File: src/rtl/svw_pkg.sv
package svw_pkg;
  // Store sequence number width is fixed for the whole core.
  localparam int unsigned SEQ_W = 16;

  typedef logic [SEQ_W-1:0] seq_t;

  typedef struct packed {
    logic live;
    seq_t seq;
  } slot_t;

  // True when store number s falls inside the window of a load with boundary b.
  function automatic logic in_window(input seq_t s, input seq_t b);
    return s > b;
  endfunction

  // True when a new store number goes backwards, which marks a wraparound.
  function automatic logic seq_wrapped(input seq_t s_new, input seq_t s_last);
    return s_new < s_last;
  endfunction
endpackage

File: src/rtl/svw_table.sv
module svw_table
  import svw_pkg::*;
#(
  parameter int unsigned ADDR_W   = 32,
  parameter int unsigned IDX_W    = 4,
  parameter int unsigned WORD_OFF = 2
) (
  input  logic              clk,
  input  logic              rst_n,
  input  logic              wr_en,
  input  logic [ADDR_W-1:0] wr_addr,
  input  seq_t              wr_seq,
  input  logic              clr,
  input  logic [ADDR_W-1:0] rd_addr,
  output logic              rd_hit,
  output seq_t              rd_seq
);
  localparam int unsigned SLOTS = 1 << IDX_W;

  function automatic logic [IDX_W-1:0] slot_of(input logic [ADDR_W-1:0] a);
    return a[WORD_OFF +: IDX_W];
  endfunction

  slot_t             slots [SLOTS];
  logic [IDX_W-1:0]  wr_idx;
  logic [IDX_W-1:0]  rd_idx;
  logic              same_slot;

  assign wr_idx    = slot_of(wr_addr);
  assign rd_idx    = slot_of(rd_addr);
  assign same_slot = wr_en && (wr_idx == rd_idx);

  for (genvar e = 0; e < SLOTS; e++) begin : g_slot
    always_ff @(posedge clk) begin
      if (!rst_n) begin
        slots[e] <= '0;
      end else if (wr_en && (wr_idx == IDX_W'(e))) begin
        slots[e].live <= 1'b1;
        slots[e].seq  <= wr_seq;
      end else if (clr) begin
        slots[e].live <= 1'b0;
      end
    end
  end

  // Same-cycle store to the queried slot is forwarded to the reader.
  always_comb begin
    if (same_slot) begin
      rd_hit = 1'b1;
      rd_seq = wr_seq;
    end else begin
      rd_hit = slots[rd_idx].live;
      rd_seq = slots[rd_idx].seq;
    end
  end
endmodule

File: src/rtl/svw_wrap_ctrl.sv
module svw_wrap_ctrl
  import svw_pkg::*;
#(
  parameter int unsigned WRAP_DRAIN = 4
) (
  input  logic clk,
  input  logic rst_n,
  input  logic st_valid,
  input  seq_t st_seq,
  output logic wrap_evt,
  output logic drain_active
);
  localparam int unsigned CNT_W = $clog2(WRAP_DRAIN + 1);
  localparam logic [CNT_W-1:0] RELOAD = CNT_W'(WRAP_DRAIN - 1);

  seq_t             last_seq;
  logic [CNT_W-1:0] drain_cnt;

  assign wrap_evt     = st_valid && seq_wrapped(st_seq, last_seq);
  assign drain_active = wrap_evt || (drain_cnt != '0);

  always_ff @(posedge clk) begin
    if (!rst_n) begin
      last_seq  <= '0;
      drain_cnt <= '0;
    end else begin
      if (st_valid) last_seq <= st_seq;
      if (wrap_evt)             drain_cnt <= RELOAD;
      else if (drain_cnt != '0) drain_cnt <= drain_cnt - 1'b1;
    end
  end
endmodule

File: src/rtl/svw_load_filter.sv
module svw_load_filter
  import svw_pkg::*;
#(
  parameter int unsigned ADDR_W     = 32,
  parameter int unsigned IDX_W      = 4,
  parameter int unsigned WORD_OFF   = 2,
  parameter int unsigned WRAP_DRAIN = 4
) (
  input  logic              clk,
  input  logic              rst_n,
  input  logic              st_valid,
  input  logic [ADDR_W-1:0] st_addr,
  input  logic [15:0]       st_seq,
  input  logic              ld_valid,
  input  logic [ADDR_W-1:0] ld_addr,
  input  logic [15:0]       ld_bound,
  output logic              rex_valid,
  output logic              rex_unsafe
);
  logic wrap_evt;
  logic drain_active;
  logic look_hit;
  seq_t look_seq;
  logic conflict;
  logic verdict;

  svw_wrap_ctrl #(.WRAP_DRAIN(WRAP_DRAIN)) u_wrap (
    .clk          (clk),
    .rst_n        (rst_n),
    .st_valid     (st_valid),
    .st_seq       (st_seq),
    .wrap_evt     (wrap_evt),
    .drain_active (drain_active)
  );

  svw_table #(.ADDR_W(ADDR_W), .IDX_W(IDX_W), .WORD_OFF(WORD_OFF)) u_tab (
    .clk     (clk),
    .rst_n   (rst_n),
    .wr_en   (st_valid),
    .wr_addr (st_addr),
    .wr_seq  (st_seq),
    .clr     (wrap_evt),
    .rd_addr (ld_addr),
    .rd_hit  (look_hit),
    .rd_seq  (look_seq)
  );

  assign conflict = look_hit && in_window(look_seq, ld_bound);
  assign verdict  = drain_active || conflict;

  always_ff @(posedge clk) begin
    if (!rst_n) begin
      rex_valid  <= 1'b0;
      rex_unsafe <= 1'b0;
    end else begin
      rex_valid  <= ld_valid;
      rex_unsafe <= ld_valid && verdict;
    end
  end
endmodule

File: config.mk
export PLATFORM = sky130hd
export DESIGN_NAME = svw_load_filter
export DESIGN_NICKNAME = d
export VERILOG_FILES = /design/src/rtl/svw_pkg.sv /design/src/rtl/svw_table.sv /design/src/rtl/svw_wrap_ctrl.sv /design/src/rtl/svw_load_filter.sv
export SDC_FILE = /design/constraint.sdc
export NUM_CORES = 1
export LEC_CHECK = 0
export BUFFER_PORTS_ARGS = -buffer_cell sky130_fd_sc_hd__buf_2
export CORE_UTILIZATION = 65
export DETAILED_ROUTE_END_ITERATION = 12
export PLACE_DENSITY = 0.85
export REMOVE_ABC_BUFFERS = 1
export SLEW_MARGIN = 10
export SYNTH_ARGS = -nofsm -noshare
export SYNTH_HDL_FRONTEND = slang
export SYNTH_SLANG_ARGS = --single-unit
File: constraint.sdc
create_clock -name clk -period 8.8 [get_ports clk]
set_input_delay 1.32 -clock clk [delete_from_list [all_inputs] [get_ports clk]]
set_output_delay 1.32 -clock clk [all_outputs]
set_load 0.01 [all_outputs]
==> run metrics <==
Post-Syn Instances=958; die width=149 um; Hold WC Path Type=register to register; Fin. Hold Viols=0; slowest cell delay on critical path=0.70 ns; Post-Synth Simple-Gate Area=0.151; Final HPWL DP=20700 um; Clk pwr share=0.378; Switching Fraction=0.234; total track usage=0.316; DR iter-0 viols=890; post-synthesis register bit count=293; post-route core utilization=0.729; DP Area=14500 um2; die area=22300 um2; sequential share of power=0.513; Initial Util=0.667; Synthesis Warnings=0; clk_lat worst skew=0.56 ns; Slowest-stage cell, CP=buf_4; WP buf/inv=2; CP Capture Type=register; maxcap violations=0; Rel. slew slack=0.139; antenna violations before repair=3; crit path cell chain=buf_4, buf_4, mux4_2, mux4_2, mux2_2, ha_1, nand4_1, or4_1, a21oi_1, nor3_1, o32ai_1; vias in the first global route=8318; top area cells in the synthesized netlist=edfxtp_1 58%, mux4_2 13%, and2_1 11%; core area=21200 um2; post-synth cell types=47; design area=15400 um2; DR DRC count=0; clock slew seen by the registers of the worst setup and hold paths=0.06 ns; Fmax=198 MHz; Final period util=0.573; XOR/XNOR share of the synthesized area=0.00311; status=finished clean; mux cell area share after synthesis=0.161; Layout area overhead=9.38%; final worst path period need=5.04 ns; combinational power share=0.109; vias per cell=6.49; drt pass-1 iters=8; LEAKAGE=0.00569 uW; Die Ht=149 um; Sink Count=293; largest net degree at the start of global routing=36; Ports=102; Switch Pwr=749 uW; Final setup viols=0; share of cells above drive strength 1=0.196; nature of the critical path startpoint=input pin; Critical Path AT=5.52 ns; GP Congestion=0.840; main combinational cell family by area after synthesis=multiplexers; sequential-to-total area share from yosys stat=0.609; row cnt=53; syn avg cell area=14.7 um2; grt total ovfl=0; via count=8348; top-area cell type share of the netlist area=0.579; antenna-violating nets left=0; PwrDens=207 nW/um2; CTS tree=done; fin nets=1122; Int Power=2450 uW; DR WL/cell=26.3 um; Worst VDD drop=0.157 mV; H-tree Lvls=1; RSZ-0062 raised after global routing=false; clk_skew=0.0297 ns; total CTS buffers=29; cell family with most CP delay=multiplexers; Compound-Gate Fraction of Synth Area=0.0164; adder-cell share of the synthesized area=0.0293; top cell type by total area after synthesis=edfxtp_1; Fin Setup TNS=0 ns; Pins Over Slew Limit=0; WP data required=9.28 ns; Clock Tree Buf Depth=3; IO Port Bufs=45; Tightest Pin Transition=1.29 ns; Post-CTS Resized=0; CTS Hold Buffers Added=0; clk root buf=clkbuf_16; Max FO, Critical Path=35; first-pass GRT wire length=50200 um; critical setup path kind=input pin to register; post-CTS setup buffer count=0; final wirelength=33900 um; Syn Std Cell Area=14100 um2
## cell families (layout without fill, tap and decap cells)
logic type	count (synthesis)	after routing
flops	293	293
mux	118	118
other cells	0	1
buf+inv	97	150
fa+ha+maj	33	33
compound gates	38	38
xor+xnor	5	5
simple gates	374	374
## metrics by stage
step	hold slack (ns)	setup slack, ns	power (uW)	cells
after global placement	0.472	3.23	1990	1233
after global routing	0.522	3.52	3270	1286
after detailed placement	0.481	3.22	2010	1233
final	0.495	3.76	3200	1287
after floorplan	0.460	4.81	1860	897
after CTS	0.498	3.72	3190	1286
## per-layer routing
metal  vias up  track usage  share of wire
li1       3567            -              -
met2       511        0.514           0.49
met5         -            0        0.00083
met3        96       0.0749           0.11
met1      4170        0.428           0.37
met4         4       0.0964          0.029
## synth_stat cells (all sizes together)
master    n
edfxtp  272
and2    256
mux4     84
nand2    52
clkbuf   44
nor2     36
inv      35
ha       33
dfxtp    21
mux2i    18
buf      17
mux2     16
a21oi    14
o21ai    11
nand3     8
nand4     5
nor2b     4
xor2      3
a31oi     2
nand2b    2
nor3      2
nor3b     2
o21a      2
xnor2     2
a2111o    1
a211oi    1
a21boi    1
a21o      1
a221o     1
a32oi     1
and3      1
and3b     1
clkinv    1
nand3b    1
nor4      1
o211a     1
o211ai    1
o32ai     1
or2       1
or3b      1
or4       1
## final timing paths
kind	startpoint	slack, ns	cells past startpoint	to
setup reg to reg	u_tab.slots[15][14]	5.58	9	rex_unsafe
hold / removal	u_wrap.last_seq[12]	0.50	2	u_wrap.last_seq[12]
setup / recovery	ld_addr[2]	3.76	11	rex_unsafe
hold reg to reg	u_wrap.last_seq[12]	0.50	2	u_wrap.last_seq[12]
## cell type report
type / count / area [um2]
inverters: 36 / 135
diodes: 1 / 2.50
clock buffers: 35 / 748
repair buffers: 61 / 348
multi-input cells: 568 / 5090
flip-flops and latches: 293 / 8590
fillers: 1294 / 5730
well taps: 275 / 344
clock inverters: 18 / 165
## worst min-delay path, cell delays in order (launching register included)
cell and delay, ns:
dfxtp_1 0.33, mux2i_1 0.06, nor2_1 0.07
## cells in the final DEF, fill, tap and decap left out, types with 4 or more instances in the layout
cell type,Yosys,layout
edfxtp_1,272,272
and2_1,256,256
mux4_2,79,79
nand2_1,52,52
buf_2,8,44
nor2_1,36,36
inv_1,35,35
ha_1,33,33
clkbuf_16,0,29
dfxtp_1,21,21
mux2i_1,18,18
buf_4,0,17
mux2_2,16,16
a21oi_1,14,14
nand3_1,8,8
o21ai_0,10,7
clkinv_1,1,7
clkinv_2,0,7
clkbuf_1,44,6
nand4_1,5,5
mux4_1,5,5
nor2b_1,4,4
o21ai_1,1,4
## power groups by stage
stage | logic [uW] | clock network [uW] | registers [uW]
after floorplan | 202 | 0 | 1660
after global placement | 329 | 0 | 1660
after detailed placement | 339 | 0 | 1670
after CTS | 345 | 1210 | 1640
after global routing | 372 | 1250 | 1650
final | 348 | 1210 | 1640
## flip-flops by register name, indices dropped and copies added, names as in the netlist
| signal | count |
|---|---|
| u_wrap.drain_cnt | 3 |
| rex_valid | 1 |
| u_tab.slots | 272 |
| u_wrap.last_seq | 16 |
| rex_unsafe | 1 |
(Power assumes the default switching activity.)
